$ cat config.mk
export PLATFORM = sky130hd
export DESIGN_NAME = rx_nibble_mux
export DESIGN_NICKNAME = d
export VERILOG_FILES = /design/src/rtl/rxmux_pkg.sv /design/src/rtl/rxmux_ctrl.sv /design/src/rtl/rxmux_datapath.sv /design/src/rtl/rx_nibble_mux.sv
export SDC_FILE = /design/constraint.sdc
export NUM_CORES = 1
export LEC_CHECK = 0
export BUFFER_PORTS_ARGS = -buffer_cell sky130_fd_sc_hd__buf_2
export CORE_ASPECT_RATIO = 1.25
export CORE_MARGIN = 5
export CORE_UTILIZATION = 50
export CTS_BUF_LIST = sky130_fd_sc_hd__clkbuf_2 sky130_fd_sc_hd__clkbuf_4 sky130_fd_sc_hd__clkbuf_8
export CTS_CLUSTER_SIZE = 10
export DETAILED_ROUTE_END_ITERATION = 7
export HOLD_SLACK_MARGIN = 0.06
export PLACE_DENSITY = 0.87
export SYNTH_ARGS = -nofsm -noshare
export SYNTH_HDL_FRONTEND = slang
export SYNTH_SLANG_ARGS = --single-unit
$ cat constraint.sdc
create_clock -name clk -period 1.55 [get_ports clk]
set_clock_uncertainty 0.05 [all_clocks]
set_input_delay 0.0775 -clock clk [delete_from_list [all_inputs] [get_ports clk]]
set_output_delay 0.0775 -clock clk [all_outputs]
set_load 0.03 [all_outputs]
$ cat src/rtl/rxmux_pkg.sv
package rxmux_pkg;
  localparam int PHASE_W = 2;

  typedef struct packed {
    logic [PHASE_W-1:0] phase;
    logic               frameStart;
    logic               ifLoad;
  } muxStrobes_t;
endpackage

$ cat src/rtl/rxmux_ctrl.sv
module rxmux_ctrl
  import rxmux_pkg::*;
(
  input  logic        clk,
  input  logic        rst,
  output muxStrobes_t strobes
);
  localparam int PHASES = 2 ** PHASE_W;

  logic [PHASE_W-1:0] phaseQ;

  always_ff @(posedge clk) begin
    if (rst) phaseQ <= '0;
    else if (phaseQ == PHASE_W'(PHASES - 1)) phaseQ <= '0;
    else phaseQ <= phaseQ + 1'b1;
  end

  always_comb begin
    strobes.phase      = phaseQ;
    strobes.frameStart = (phaseQ == '0);
    strobes.ifLoad     = ~phaseQ[0];
  end


  frame_gap_chk: assert property (@(posedge clk) disable iff (rst)
    strobes.frameStart |=> !strobes.frameStart);


  frame_if_align_chk: assert property (@(posedge clk) disable iff (rst)
    strobes.frameStart |-> strobes.ifLoad);
endmodule

$ cat src/rtl/rxmux_datapath.sv
module rxmux_datapath
  import rxmux_pkg::*;
#(
  parameter int SAMPLE_W    = 8,
  parameter int IF_W        = 12,
  parameter int IF_NARROW_W = 10
) (
  input  logic                clk,
  input  logic                rst,
  input  muxStrobes_t         strobes,
  input  logic                iqValid,
  input  logic [SAMPLE_W-1:0] iSample,
  input  logic [SAMPLE_W-1:0] qSample,
  input  logic                ifValid,
  input  logic [IF_W-1:0]     ifSample,
  input  logic                ifMode12,
  input  logic                iqPowerDown,
  output logic [SAMPLE_W/2-1:0] rxNibble,
  output logic                rxSync,
  output logic [IF_W-1:0]     ifOut
);
  localparam int NIB_W = SAMPLE_W / 2;
  localparam int PAD_W = IF_W - IF_NARROW_W;

  logic [SAMPLE_W-1:0] stageI, stageQ, holdI, holdQ;
  logic [SAMPLE_W-1:0] newI, newQ;
  logic [IF_W-1:0]     stageIf, newIf, ifFmt;
  logic [NIB_W-1:0]    nibbleNext;

  // Same-cycle valid sample wins over the staged one
  always_comb begin
    newI  = iqValid ? iSample : stageI;
    newQ  = iqValid ? qSample : stageQ;
    newIf = ifValid ? ifSample : stageIf;
  end

  generate
    if (PAD_W > 0) begin : g_pad
      always_comb ifFmt = ifMode12 ? newIf : {newIf[IF_NARROW_W-1:0], {PAD_W{1'b0}}};
    end else begin : g_nopad
      always_comb ifFmt = newIf;
    end
  endgenerate

  always_comb begin
    unique case (strobes.phase)
      2'd0:    nibbleNext = newI[SAMPLE_W-1:NIB_W];
      2'd1:    nibbleNext = holdI[NIB_W-1:0];
      2'd2:    nibbleNext = holdQ[SAMPLE_W-1:NIB_W];
      default: nibbleNext = holdQ[NIB_W-1:0];
    endcase
  end

  always_ff @(posedge clk) begin
    if (rst) begin
      stageI   <= '0;
      stageQ   <= '0;
      stageIf  <= '0;
      holdI    <= '0;
      holdQ    <= '0;
      rxNibble <= '0;
      rxSync   <= 1'b0;
      ifOut    <= '0;
    end else begin
      stageI  <= newI;
      stageQ  <= newQ;
      stageIf <= newIf;
      if (strobes.frameStart) begin
        holdI <= newI;
        holdQ <= newQ;
      end
      rxNibble <= iqPowerDown ? '0 : nibbleNext;
      rxSync   <= strobes.frameStart && !iqPowerDown;
      if (strobes.ifLoad) ifOut <= ifFmt;
    end
  end


  hold_frame_chk: assert property (@(posedge clk) disable iff (rst)
    !strobes.frameStart |=> $stable(holdI) && $stable(holdQ));


  if_hold_chk: assert property (@(posedge clk) disable iff (rst)
    !strobes.ifLoad |=> $stable(ifOut));


  if_pad_chk: assert property (@(posedge clk) disable iff (rst)
    (strobes.ifLoad && !ifMode12) |=> ifOut[PAD_W-1:0] == '0);


  powerdown_quiet_chk: assert property (@(posedge clk) disable iff (rst)
    iqPowerDown |=> (rxNibble == '0) && !rxSync);
endmodule

$ cat src/rtl/rx_nibble_mux.sv
module rx_nibble_mux #(
  parameter int SAMPLE_W    = 8,
  parameter int IF_W        = 12,
  parameter int IF_NARROW_W = 10
) (
  input  logic                  clk,
  input  logic                  rst,
  input  logic                  iqValid,
  input  logic [SAMPLE_W-1:0]   iSample,
  input  logic [SAMPLE_W-1:0]   qSample,
  input  logic                  ifValid,
  input  logic [IF_W-1:0]       ifSample,
  input  logic                  ifMode12,
  input  logic                  iqPowerDown,
  output logic [SAMPLE_W/2-1:0] rxNibble,
  output logic                  rxSync,
  output logic [IF_W-1:0]       ifOut
);
  rxmux_pkg::muxStrobes_t strobes;

  rxmux_ctrl u_ctrl (
    .clk     (clk),
    .rst     (rst),
    .strobes (strobes)
  );

  rxmux_datapath #(
    .SAMPLE_W    (SAMPLE_W),
    .IF_W        (IF_W),
    .IF_NARROW_W (IF_NARROW_W)
  ) u_dp (
    .clk         (clk),
    .rst         (rst),
    .strobes     (strobes),
    .iqValid     (iqValid),
    .iSample     (iSample),
    .qSample     (qSample),
    .ifValid     (ifValid),
    .ifSample    (ifSample),
    .ifMode12    (ifMode12),
    .iqPowerDown (iqPowerDown),
    .rxNibble    (rxNibble),
    .rxSync      (rxSync),
    .ifOut       (ifOut)
  );
endmodule

; Yosys cells after proc, flatten, opt, wreduce, memory -nomap -nowiden
; Index checks and enable logic that the tools add are counted.
[word_totals]
register_bits = 59
input_bits = 34
output_inout_bits = 17
word_cells = 23
[classes]
addsub = 1
n_eq_ne = 3
mux = 5
n_reduce_logical = 5
[ops]
columns = cell, count
row1 = 2-to-1 mux 12 bit, 2
row2 = 2-to-1 mux 8 bit, 2
row3 = case mux 4 bit (3 select lines), 1
row4 = equality test 2 bit (second input constant), 2
row5 = OR reduction 2 bit, 2
row6 = adder 2 x 1 -> 2 bit (second input constant), 1
row7 = equality test 2 x 1 -> 1 bit (second input constant), 1
row8 = zero test 2 bit, 1
row9 = logical AND 1 bit, 1
row10 = zero test 1 bit, 1

; Depth between registers and ports, before layout
; Gate-level depths: netlist of run 1.
[logic_depth]
depth_word = 2
ltp_mapped = 7
mapped_depth_nobuf = 5

; Modules after synthesis
; From an unflattened synthesis of run 1, not the netlist that was laid out.
[hier_totals]
hier_cells = 203
hier_area_um2 = 2227.1
[by_module_without_submodules]
columns = mod, n_inst, cells_each, area_each_um2
row1 = rxmux_datapath, 1, 195, 2132.0
row2 = rxmux_ctrl, 1, 8, 95.1

; Worst setup path after synthesis of run 1
; Ideal clock, no wire load.
[synth_timing]
path_type = register to register
startpoint = register u_ctrl.phaseQ[0]
endpoint = register u_dp.holdI[0]
arrival_ns = 1.342
slack_ns = 0.072
path_stages_with_launch = 8
n_path_buf = 3
synth_period_minus_slack_ns = 1.478
cell_sequence = dfxtp_1 -> buf_6 -> inv_1 -> ha_1 -> buf_2 -> clkbuf_1 -> nor2_1 -> a211oi_1
[synth_via]
elab_chain_cells = 1
[synth_lines]
columns = element, line_no
row1 = "start, declared", rxmux_ctrl.sv:10  ; logic [PHASE_W-1:0] phaseQ;
row2 = "start signal, assigned", rxmux_ctrl.sv:15  ; else phaseQ <= phaseQ + 1'b1;
row3 = zero test 2 bit, rxmux_ctrl.sv:20  ; strobes.frameStart = (phaseQ == '0);
row4 = "end signal, assigned", rxmux_datapath.sv:69  ; holdI <= newI;
row5 = "end, declared", rxmux_datapath.sv:25  ; logic [SAMPLE_W-1:0] stageI, stageQ, holdI, holdQ;
; No other way between the ends.
; A chain may end at the register's enable or synchronous reset.

==> metrics.yaml, run 1 <==
layout:
  nNetsFinal: 342
  multi_input_area_um2: 952
  regArea_um2: 1180
  fillers: 326
  diodes: 0
  drive_above_1_share_pct: 26.2
  area_growth_pct: 37.9
die:
  fp.dieW_um: 69.8
  rows: 27
  dieHeight_um: 84.8
  dieArea_um2: 5920
  core_um2: 4360
  start_util_pct: 51.3
  boundaryPins: 51
grt:
  grt_pass1_vias: 1903
  track_usage_pct: 18.7
  overflow: 0
  grt_first_pass_wirelength_mm: 8.59
  antenna_found_initial: 0
  grt_max_degree: 25
sta:
  relSlewSlack_pct: 74.7
  worst_pin_slew_ps: 380
  slew_viol_final: 0
  fin_hold_ws_ps: 70.5
  period_minus_slack_ps: 1440
  tns_ps: 0
  setup_viol_count_final: 0
  fmax_mhz: 697
  period_share_pct: 92.6
  hold_viol: 0
  rsz0062_at_grt: "false"
routing:
  wl_mm: 5.05
  drc: 0
  drtIter0Drc: 126
  via_count: 1845
  via_per_inst: 5.03
  avgRoutedWirePerCell_um: 13.7
  dr.pass1.iters: 4
  drtAntennaViolNets: 0
worst_setup_path:
  path_buf_inv: 1
  max_stage_delay_ps: 500
  timing.critical_path.cells: "buf_4 > or3b_1 > o22ai_1 > or2_1"
  critPathCaptureType: "flip-flop"
  cp_top_family: "simple AND/OR/NAND/NOR gates"
  worst_r2r_path_depth: 4
  worstPathArrival_ps: 1660
  crit_slowest_cell: "or3b_1"
  path_depth: 4
  criticalPathCategory: "flip-flop to flip-flop"
  start_kind: "flip-flop"
  path_max_fanout: 10
  worst_ep_required_time_ps: 1780
synth:
  synth.mux.area_fraction_pct: 12.6
  synthesis.area_um2: 2240
  synth_compound_area_share_pct: 11.1
  yosys_warnings: 0
  synth_cell_types: 26
  syn_area_per_cell_um2: 10.1
  synthXorXnorAreaFrac_pct: 0
  synthAdderAreaFrac_pct: 2.24
  synth_top_family_by_area: "simple AND/OR/NAND/NOR gates"
  synthCells: 222
  synth_ff_type: "dfxtp_1"
  yosys.area_share.simple_pct: 16.3
  synth_fp_nets: 260
  yosysSeqAreaShare_pct: 52.8
  async_flop_share_pct: 0
  synth_edf_count: 0
  synth_seq_cells: 59
hold_path:
  hold_depth: 4
  hold_path.class: "input pin to flip-flop"
placement:
  globalplace.congestion: 0.809
  portBuffers: 50
  dp.final_hpwl_mm: 3.44
clock_tree:
  cts_buffers: 9
  root_buffer: "clkbuf_8"
  cts.path.max_buffers: 2
  cts_max_level: 3
  clk_latency_ps: 340
  cts_tree: "done"
  clkTransAtPathRegs_ps: 70
  cts_num_sinks: 59
pwr:
  power_leakage_nw: 1.41
  ir_drop_mv: 1.10
  power_density_nw_per_um2: 1310
status:
  status: "finished, final reports clean"
job:
  cap_violations: 0
## layer usage
metal	vias up	routed length (µm)	GRT usage (%)
li1	932	-	-
met5	-	0	0
met1	863	1950	18.1
met3	7	247	6.59
met2	43	2780	35.0
met4	0	68	8.89
## worst register-to-register path, cell delays in order, from the launching register on
cell and delay, ps:
dfxtp_2 350, buf_4 170, or3b_1 500, o22ai_1 190
or2_1 110
## kinds of logic (layout without fill, tap and decap cells)
logic type,after synthesis,after routing
simple gates,76,76
flops,59,59
compound gates,33,33
mux,28,28
buf+inv,22,109
fa+ha+maj,4,4
## where the power goes
part           internal [mW]  total, mW  switching [mW]  leakage (nW)
clock                   1.15       1.73           0.585         0.124
sequential              1.65       1.71          0.0635         0.487
combinational          0.266      0.591           0.325         0.796
total                   3.06       4.04           0.974          1.41
## placed cells by master (no fill, tap or decap), types with 2 or more instances in the layout
cell type / count
nand2_1: 13
inv_1: 6
or2_1: 3
mux2_2: 2
nor3b_1: 6
mux2i_1: 26
o22ai_1: 4
dfxtp_1: 58
buf_4: 7
a211oi_1: 12
clkbuf_4: 2
nand3b_1: 4
o21ai_0: 4
buf_2: 50
bufinv_16: 3
o221ai_1: 8
nor2b_1: 6
or2_2: 3
nor2_1: 36
dlygate4sd3_1: 30
a221oi_1: 3
ha_1: 4
nor3_1: 3
clkbuf_8: 10
## path summary, 6_finish.rpt
path	slack, ps	end	from
setup / recovery	110	u_dp.ifOut[11]$_SDFFE_PP0N_	u_ctrl.phaseQ[0]$_SDFF_PP0_
hold / removal	70	u_dp.ifOut[7]$_SDFFE_PP0N_	ifSample[5]
setup reg to reg	110	u_dp.ifOut[11]$_SDFFE_PP0N_	u_ctrl.phaseQ[0]$_SDFF_PP0_
hold reg to reg	440	u_dp.holdQ[2]$_SDFFE_PP0N_	u_dp.holdQ[2]$_SDFFE_PP0N_
## flip-flops by register name (all words and copies together), names as in the netlist
signal         count
u_dp.stageI        8
u_dp.stageQ        8
u_dp.ifOut        12
u_dp.rxSync        1
u_dp.rxNibble      4
u_dp.stageIf      12
u_dp.holdQ         8
u_ctrl.phaseQ      2
u_dp.holdI         4
## cell usage after synthesis, types with 6 or more instances
library cell  count  share of area [%]
a211oi_1         12                4.0
clkbuf_1          7                1.2
dfxtp_1          59                 53
inv_1             6                1.0
mux2i_1          26                 12
nand2_1          13                2.2
nor2_1           36                6.0
nor2b_1           6                1.7
nor3b_1           6                2.0
o221ai_1          8                3.1
## what timing repair did
action                                  4_1_cts  5_1_grt
hold buffers                                 30        0
gates resized for setup                       0        2
buffers inserted                              0        0
endpoints found under the setup margin        0        4
endpoints found under the hold margin        35        0
## cell type report
| class | instances | area share (%) |
|---|---|---|
| repair buffers | 87 | 19.6 |
| clock inverters | 4 | 3.17 |
| well taps | 58 | 2.35 |
| flip-flops and latches | 59 | 38.4 |
| multi-input cells | 141 | 30.9 |
| inverters | 6 | 0.731 |
| clock buffers | 12 | 4.95 |
## through the flow
step | setup slack [ps] | cells | cell area (µm²) | utilization (%) | power (mW)
floorplan | 72.1 | 222 | 2240 | - | 2.11
global placement | 147 | 321 | 2520 | 57.9 | 2.25
detailed placement | 28.6 | 321 | 2520 | 57.9 | 2.27
CTS | 16.8 | 367 | 3080 | 70.6 | 4.06
global route | 16.7 | 367 | 3080 | 70.7 | 4.23
finish | 114 | 367 | 3080 | 70.7 | 4.04
No activity file was read; power rests on OpenSTA's default activity.
==> inputs of run 2 (changes only) <==
--- a/config.mk
+++ b/config.mk
@@ -16,4 +16,5 @@
 export PLACE_DENSITY = 0.87
 export SYNTH_ARGS = -nofsm -noshare
 export SYNTH_HDL_FRONTEND = slang
+export SYNTH_HIERARCHICAL = 1
 export SYNTH_SLANG_ARGS = --single-unit
==> run 2 against run 1 <==
Setup slack gained 4.1 ps. Global-route usage shrank 1.4 points. Sequential share of layout area grew 1.2 points. Combinational power shrank 2%. Synthesized area shrank 0.39%. Clock power shrank 19%. Power shrank 8.8%. Final cell count shrank 6.3%. Via count shrank 5.9%. Sequential power is essentially flat. Critical path depth grew 1. Critical path type is now input pin to flip-flop.
==> metrics.yaml, run 2 <==
status:
  status: "finished, final reports clean"
worst_setup_path:
  worstPathArrival_ps: 1600
  start_kind: "input pin"
  r2r_start: "u_ctrl/phaseQ[0]$_SDFF_PP0_"
  path_max_fanout: 2
  setup.worst_path.start: "iSample[5]"
  critPathCaptureType: "flip-flop"
  criticalPathCategory: "input pin to flip-flop"
  worst_ep_required_time_ps: 1720
grt:
  grt_first_pass_wirelength_mm: 8.25
  grt_max_degree: 30
  grt_pass1_vias: 1772
  overflow: 0
  antenna_found_initial: 0
  track_usage_pct: 17.3
pwr:
  power_density_nw_per_um2: 1230
  power_leakage_nw: 1.37
  ir_drop_mv: 0.601
job:
  cap_violations: 0
synth:
  syn_area_per_cell_um2: 11.0
  synth.area.top_cells: "dfxtp_1, mux2i_1, nor2_1"
  yosysMostFrequentCell: "dfxtp_1"
  synth_ff_type: "dfxtp_1"
  async_flop_share_pct: 0
  synth_fp_nets: 239
  synth_edf_count: 0
  yosys_warnings: 6
  synth_top_area_share_pct: 53.0
  synthCells: 203
  synthesis.area_um2: 2230
  synth_top_area_cell: "dfxtp_1"
  synthTopCellsByCount: "dfxtp_1, nor2_1, mux2i_1"
  synth_cell_types: 23
  yosysSeqAreaShare_pct: 53.0
  synth_seq_cells: 59
routing:
  drtIter0Drc: 133
  dr.pass1.iters: 4
  wl_mm: 4.90
  avgRoutedWirePerCell_um: 14.3
  drc: 0
  via_per_inst: 5.05
  drtAntennaViolNets: 0
  via_count: 1736
layout:
  diodes: 0
  regArea_um2: 1180
  top_regs: "u_dp/ifOut (12), u_dp/stageIf (12)"
  fin_cells: 344
  layout_common_cells: "dfxtp_1, buf_2, nor2_1, dlygate4sd3_1, mux2i_1"
  drive_above_1_share_pct: 34.6
  layout_commonest_cell: "dfxtp_1"
  area_growth_pct: 34.0
  fillers: 315
  nNetsFinal: 317
  multi_input_area_um2: 947
sta:
  fmax_mhz: 699
  tns_ps: 0
  hold_viol: 0
  slew_viol_final: 0
  rsz0062_at_grt: "false"
  fin_ws_ps: 119
  period_share_pct: 92.3
  period_minus_slack_ps: 1430
  relSlewSlack_pct: 69.3
  setup_viol_count_final: 0
  worst_pin_slew_ps: 460
die:
  rows: 27
  boundaryPins: 51
  start_util_pct: 51.1
  fp.dieW_um: 69.7
  dieArea_um2: 5900
  core_um2: 4360
  dieHeight_um: 84.6
clock_tree:
  cts_max_level: 3
  root_buffer: "clkbuf_8"
  clkTransAtPathRegs_ps: 60
  cts_tree: "done"
  cts.path.max_buffers: 2
  cts_setup_buffers: 0
  clk_latency_ps: 330
  cts_buffers: 9
  cts_hold_buffers: 24
  cts_num_sinks: 59
  cts_resized: 0
hold_path:
  worstHoldStart: "iSample[4]"
  hold_path.class: "input pin to flip-flop"
placement:
  pre_cts_ws_ps: 163
  portBuffers: 50
  globalplace.congestion: 0.758
  dp.final_hpwl_mm: 3.20
  place_inst: 304
run 2: worst paths after layout:
check                                                    to  slack, ps  cells after the start
worst max-delay path            u_dp/rxNibble[1]$_SDFF_PP0_        120                      5
worst min-delay path              u_dp/stageI[4]$_SDFF_PP0_         80                      3
worst max register to register   u_dp/ifOut[5]$_SDFFE_PP0P_        190                      4
worst min register to register   u_dp/holdQ[6]$_SDFFE_PP0P_        430                      2
run 2: power by group:
group	internal (mW)	switching, mW
clock	0.856	0.540
combinational	0.274	0.307
sequential	1.65	0.0540
run 2: kinds of logic after synthesis:
kind of cell,synth area share (%)
and+or+nand+nor,15.1
muxes,17.5
DFF,53.0
buffers and inverters,4.44
adders and majority gates,1.12
AOI/OAI and AO/OA,8.76
run 2: worst max-delay path, stage by stage:
cell and delay (ps):
dlygate4sd3_1 530, buf_2 130, mux2_4 260, mux4_2 440, and2_1 170
run 2: layout make-up:
type | instances | share of cell area [%]
Timing Repair Buffer | 82 | 18.4
Tap cell | 58 | 2.43
Clock inverter | 2 | 1.17
Inverter | 8 | 1.01
Multi-Input combinational cell | 121 | 31.7
Sequential cell | 59 | 39.6
Clock buffer | 14 | 5.62
run 2: metrics by stage:
step / total power [mW] / utilization (%) / instance area, µm² / hold slack [ps]
6_report: 3.68 / 68.5 / 2980 / 81.8
5_1_grt: 3.84 / 68.5 / 2980 / 83.7
4_1_cts: 3.70 / 68.5 / 2980 / 70.6
3_5_place_dp: 2.26 / 58.3 / 2540 / 296
3_3_place_gp: 2.24 / 58.3 / 2540 / 291
2_1_floorplan: 2.10 / - / 2230 / 91.9
run 2: per-layer routing:
metal,wire length [µm],share of wire (%),global-route usage (%)
met5,0,0,0
met4,119,2.4,9.23
met3,252,5.1,4.79
met2,2390,49,28.1
met1,2150,44,20.9
==> inputs of run 3 (changes only) <==
==> constraint.sdc (replaced) <==
create_clock -name clk -period 1.55 [get_ports clk]
set_clock_uncertainty 0.05 [all_clocks]
set_input_delay 0.155 -clock clk [delete_from_list [all_inputs] [get_ports clk]]
set_output_delay 0.155 -clock clk [all_outputs]
set_load 0.03 [all_outputs]
==> run 3 against run 2 <==
Routed wire length shrank 4.4%. Cell area fell by 5.2%. Setup slack better by 1.6 ps. Fmax rose by 0.12%. Sequential power is essentially flat. Sequential cell count did not move. Power down 2.8%. Combinational power fell by 4.6%. Critical path depth unchanged. Clock power is 6% lower. Non-clock buffer count decreased by 15. Clock-buffer cell count is 1 higher. Critical path type is now flip-flop to flip-flop. Largest cell class unchanged.
==> metrics.yaml, run 3 (synthesis results as in run 2) <==
layout:
  final_core_util_pct: 64.9
  diodes: 0
  fillers: 348
  layout_common_cells: "dfxtp_1, buf_2, nor2_1, mux2i_1, clkbuf_8"
  regArea_um2: 1180
  layout_commonest_cell: "dfxtp_1"
  fin_cells: 329
  area_growth_pct: 27.1
  multi_input_area_um2: 947
  top_regs: "u_dp/ifOut (12), u_dp/stageIf (12)"
  nNetsFinal: 302
  drive_above_1_share_pct: 36.5
die:
  dieArea_um2: 5900
  rows: 27
  start_util_pct: 51.1
  fp.dieW_um: 69.7
  core_um2: 4360
  boundaryPins: 51
  dieHeight_um: 84.6
grt:
  grt_pass1_vias: 1802
  track_usage_pct: 17.5
  grtUsageMet1_pct: 21.1
  use_met3_pct: 4.43
  grt_max_degree: 30
  grt-busiest-layer: "met2"
  grt_first_pass_wirelength_mm: 8.27
  overflow: 0
  antenna_found_initial: 0
  use_met2_pct: 27.9
hold_path:
  hold_path.class: "input pin to flip-flop"
  hold_depth: 3
clock_tree:
  cts_setup_buffers: 0
  cts_tree: "done"
  clkTransAtPathRegs_ps: 60
  cts_buffers: 9
  cts.path.max_buffers: 2
  cts_max_level: 3
  clk_latency_ps: 320
  cts_num_sinks: 59
  root_buffer: "clkbuf_8"
job:
  cap_violations: 0
sta:
  fmax_mhz: 699
  slew_viol_final: 0
  tns_ps: 0
  fin_hold_ws_ps: 65.9
  setup_viol_count_final: 0
  rsz0062_at_grt: "false"
  relSlewSlack_pct: 71.7
  hold_viol: 0
  period_minus_slack_ps: 1430
  worst_pin_slew_ps: 425
  period_share_pct: 92.2
  fin_ws_ps: 120
worst_setup_path:
  max_stage_delay_ps: 310
  crit_slowest_cell: "dfxtp_1"
  worstPathArrival_ps: 1590
  cp_top_family: "buffers and inverters"
  path_max_fanout: 25
  criticalPathCategory: "flip-flop to flip-flop"
  worst_r2r_path_depth: 5
  path_depth: 5
  critPathCaptureType: "flip-flop"
  path_buf_inv: 2
  start_kind: "flip-flop"
  r2r_slack_ps: 120
  worst_ep_required_time_ps: 1710
  timing.critical_path.cells: "inv_1 > ha_1 > buf_4 > nor2_1 > a211oi_1"
routing:
  via_count: 1674
  drtIter0Drc: 115
  via_per_inst: 5.09
  avgRoutedWirePerCell_um: 14.3
  drc: 0
  drtAntennaViolNets: 0
  wl_mm: 4.69
  dr.pass1.iters: 4
pwr:
  power_density_nw_per_um2: 1260
  netSwitchingFraction_pct: 24.9
  power_frac_clock_pct: 36.8
  power_leakage_nw: 1.31
  ir_drop_mv: 0.756
  netSwitchingPower_uw: 890
  p_int_mw: 2.68
  pwr-share-comb_pct: 15.5
  pwr-share-seq_pct: 47.7
placement:
  place_inst: 304
  portBuffers: 50
  dp.final_hpwl_mm: 3.33
  globalplace.congestion: 0.766
  pre_cts_ws_ps: 72.5
status:
  status: "finished, final reports clean"
==> run 3: changes by cell type in the layout (fill, tap and decap cells not counted), sizes merged <==
cell	before	now
dlygate4sd3	24	9
bufinv	1	0
clkbuf	14	15
==> run 3: worst paths after layout <==
check                                   start                    endpoint
setup reg to reg  u_ctrl/phaseQ[0]$_SDFF_PP0_  u_dp/holdQ[7]$_SDFFE_PP0P_
setup / recovery  u_ctrl/phaseQ[0]$_SDFF_PP0_  u_dp/holdQ[7]$_SDFFE_PP0P_
hold / removal                     iSample[3]   u_dp/stageI[3]$_SDFF_PP0_
hold reg to reg    u_dp/ifOut[0]$_SDFFE_PP0P_  u_dp/ifOut[0]$_SDFFE_PP0P_
==> run 3: per-stage QoR <==
step,area (µm²),power [mW]
2_1_floorplan,2230,2.10
3_3_place_gp,2540,2.24
3_5_place_dp,2540,2.27
4_1_cts,2830,3.60
5_1_grt,2830,3.75
6_report,2830,3.57
==> run 3: repair_timing <==
| item | in CTS | in global routing |
|---|---|---|
| resized for setup | 0 | 0 |
| hold buffers | 9 | 0 |
| setup endpoints to repair | 0 | 0 |
| hold endpoints to repair | 9 | 0 |
==> run 3: metal layers <==
| layer | up-vias | routed length [µm] |
|---|---|---|
| li1 | 835 | - |
| met1 | 769 | 2000 |
| met2 | 57 | 2260 |
| met3 | 13 | 298 |
| met4 | 0 | 131 |
| met5 | - | 0 |
==> run 3: area by class of cell <==
cell class              instances  area share (%)
clock buffers                  15            6.85
clock inverters                 1           0.177
inverters                       8            1.06
multi-input cells             121            33.5
flip-flops and latches         59            41.7
well taps                      58            2.56
repair buffers                 67            14.1
==> run 3: power groups by stage <==
stage               clock network [mW]  registers (mW)  logic, mW
finish                            1.32            1.70      0.554
global route                      1.42            1.72      0.612
CTS                               1.34            1.70      0.555
detailed placement                   0            1.74      0.532
global placement                     0            1.73      0.512
floorplan                            0            1.79      0.307
==> run 3: worst register-to-register path, stage by stage, from the launching register on <==
cell      delay (ps)
dfxtp_1          310
inv_1            160
ha_1             190
buf_4            250
nor2_1            70
a211oi_1         290
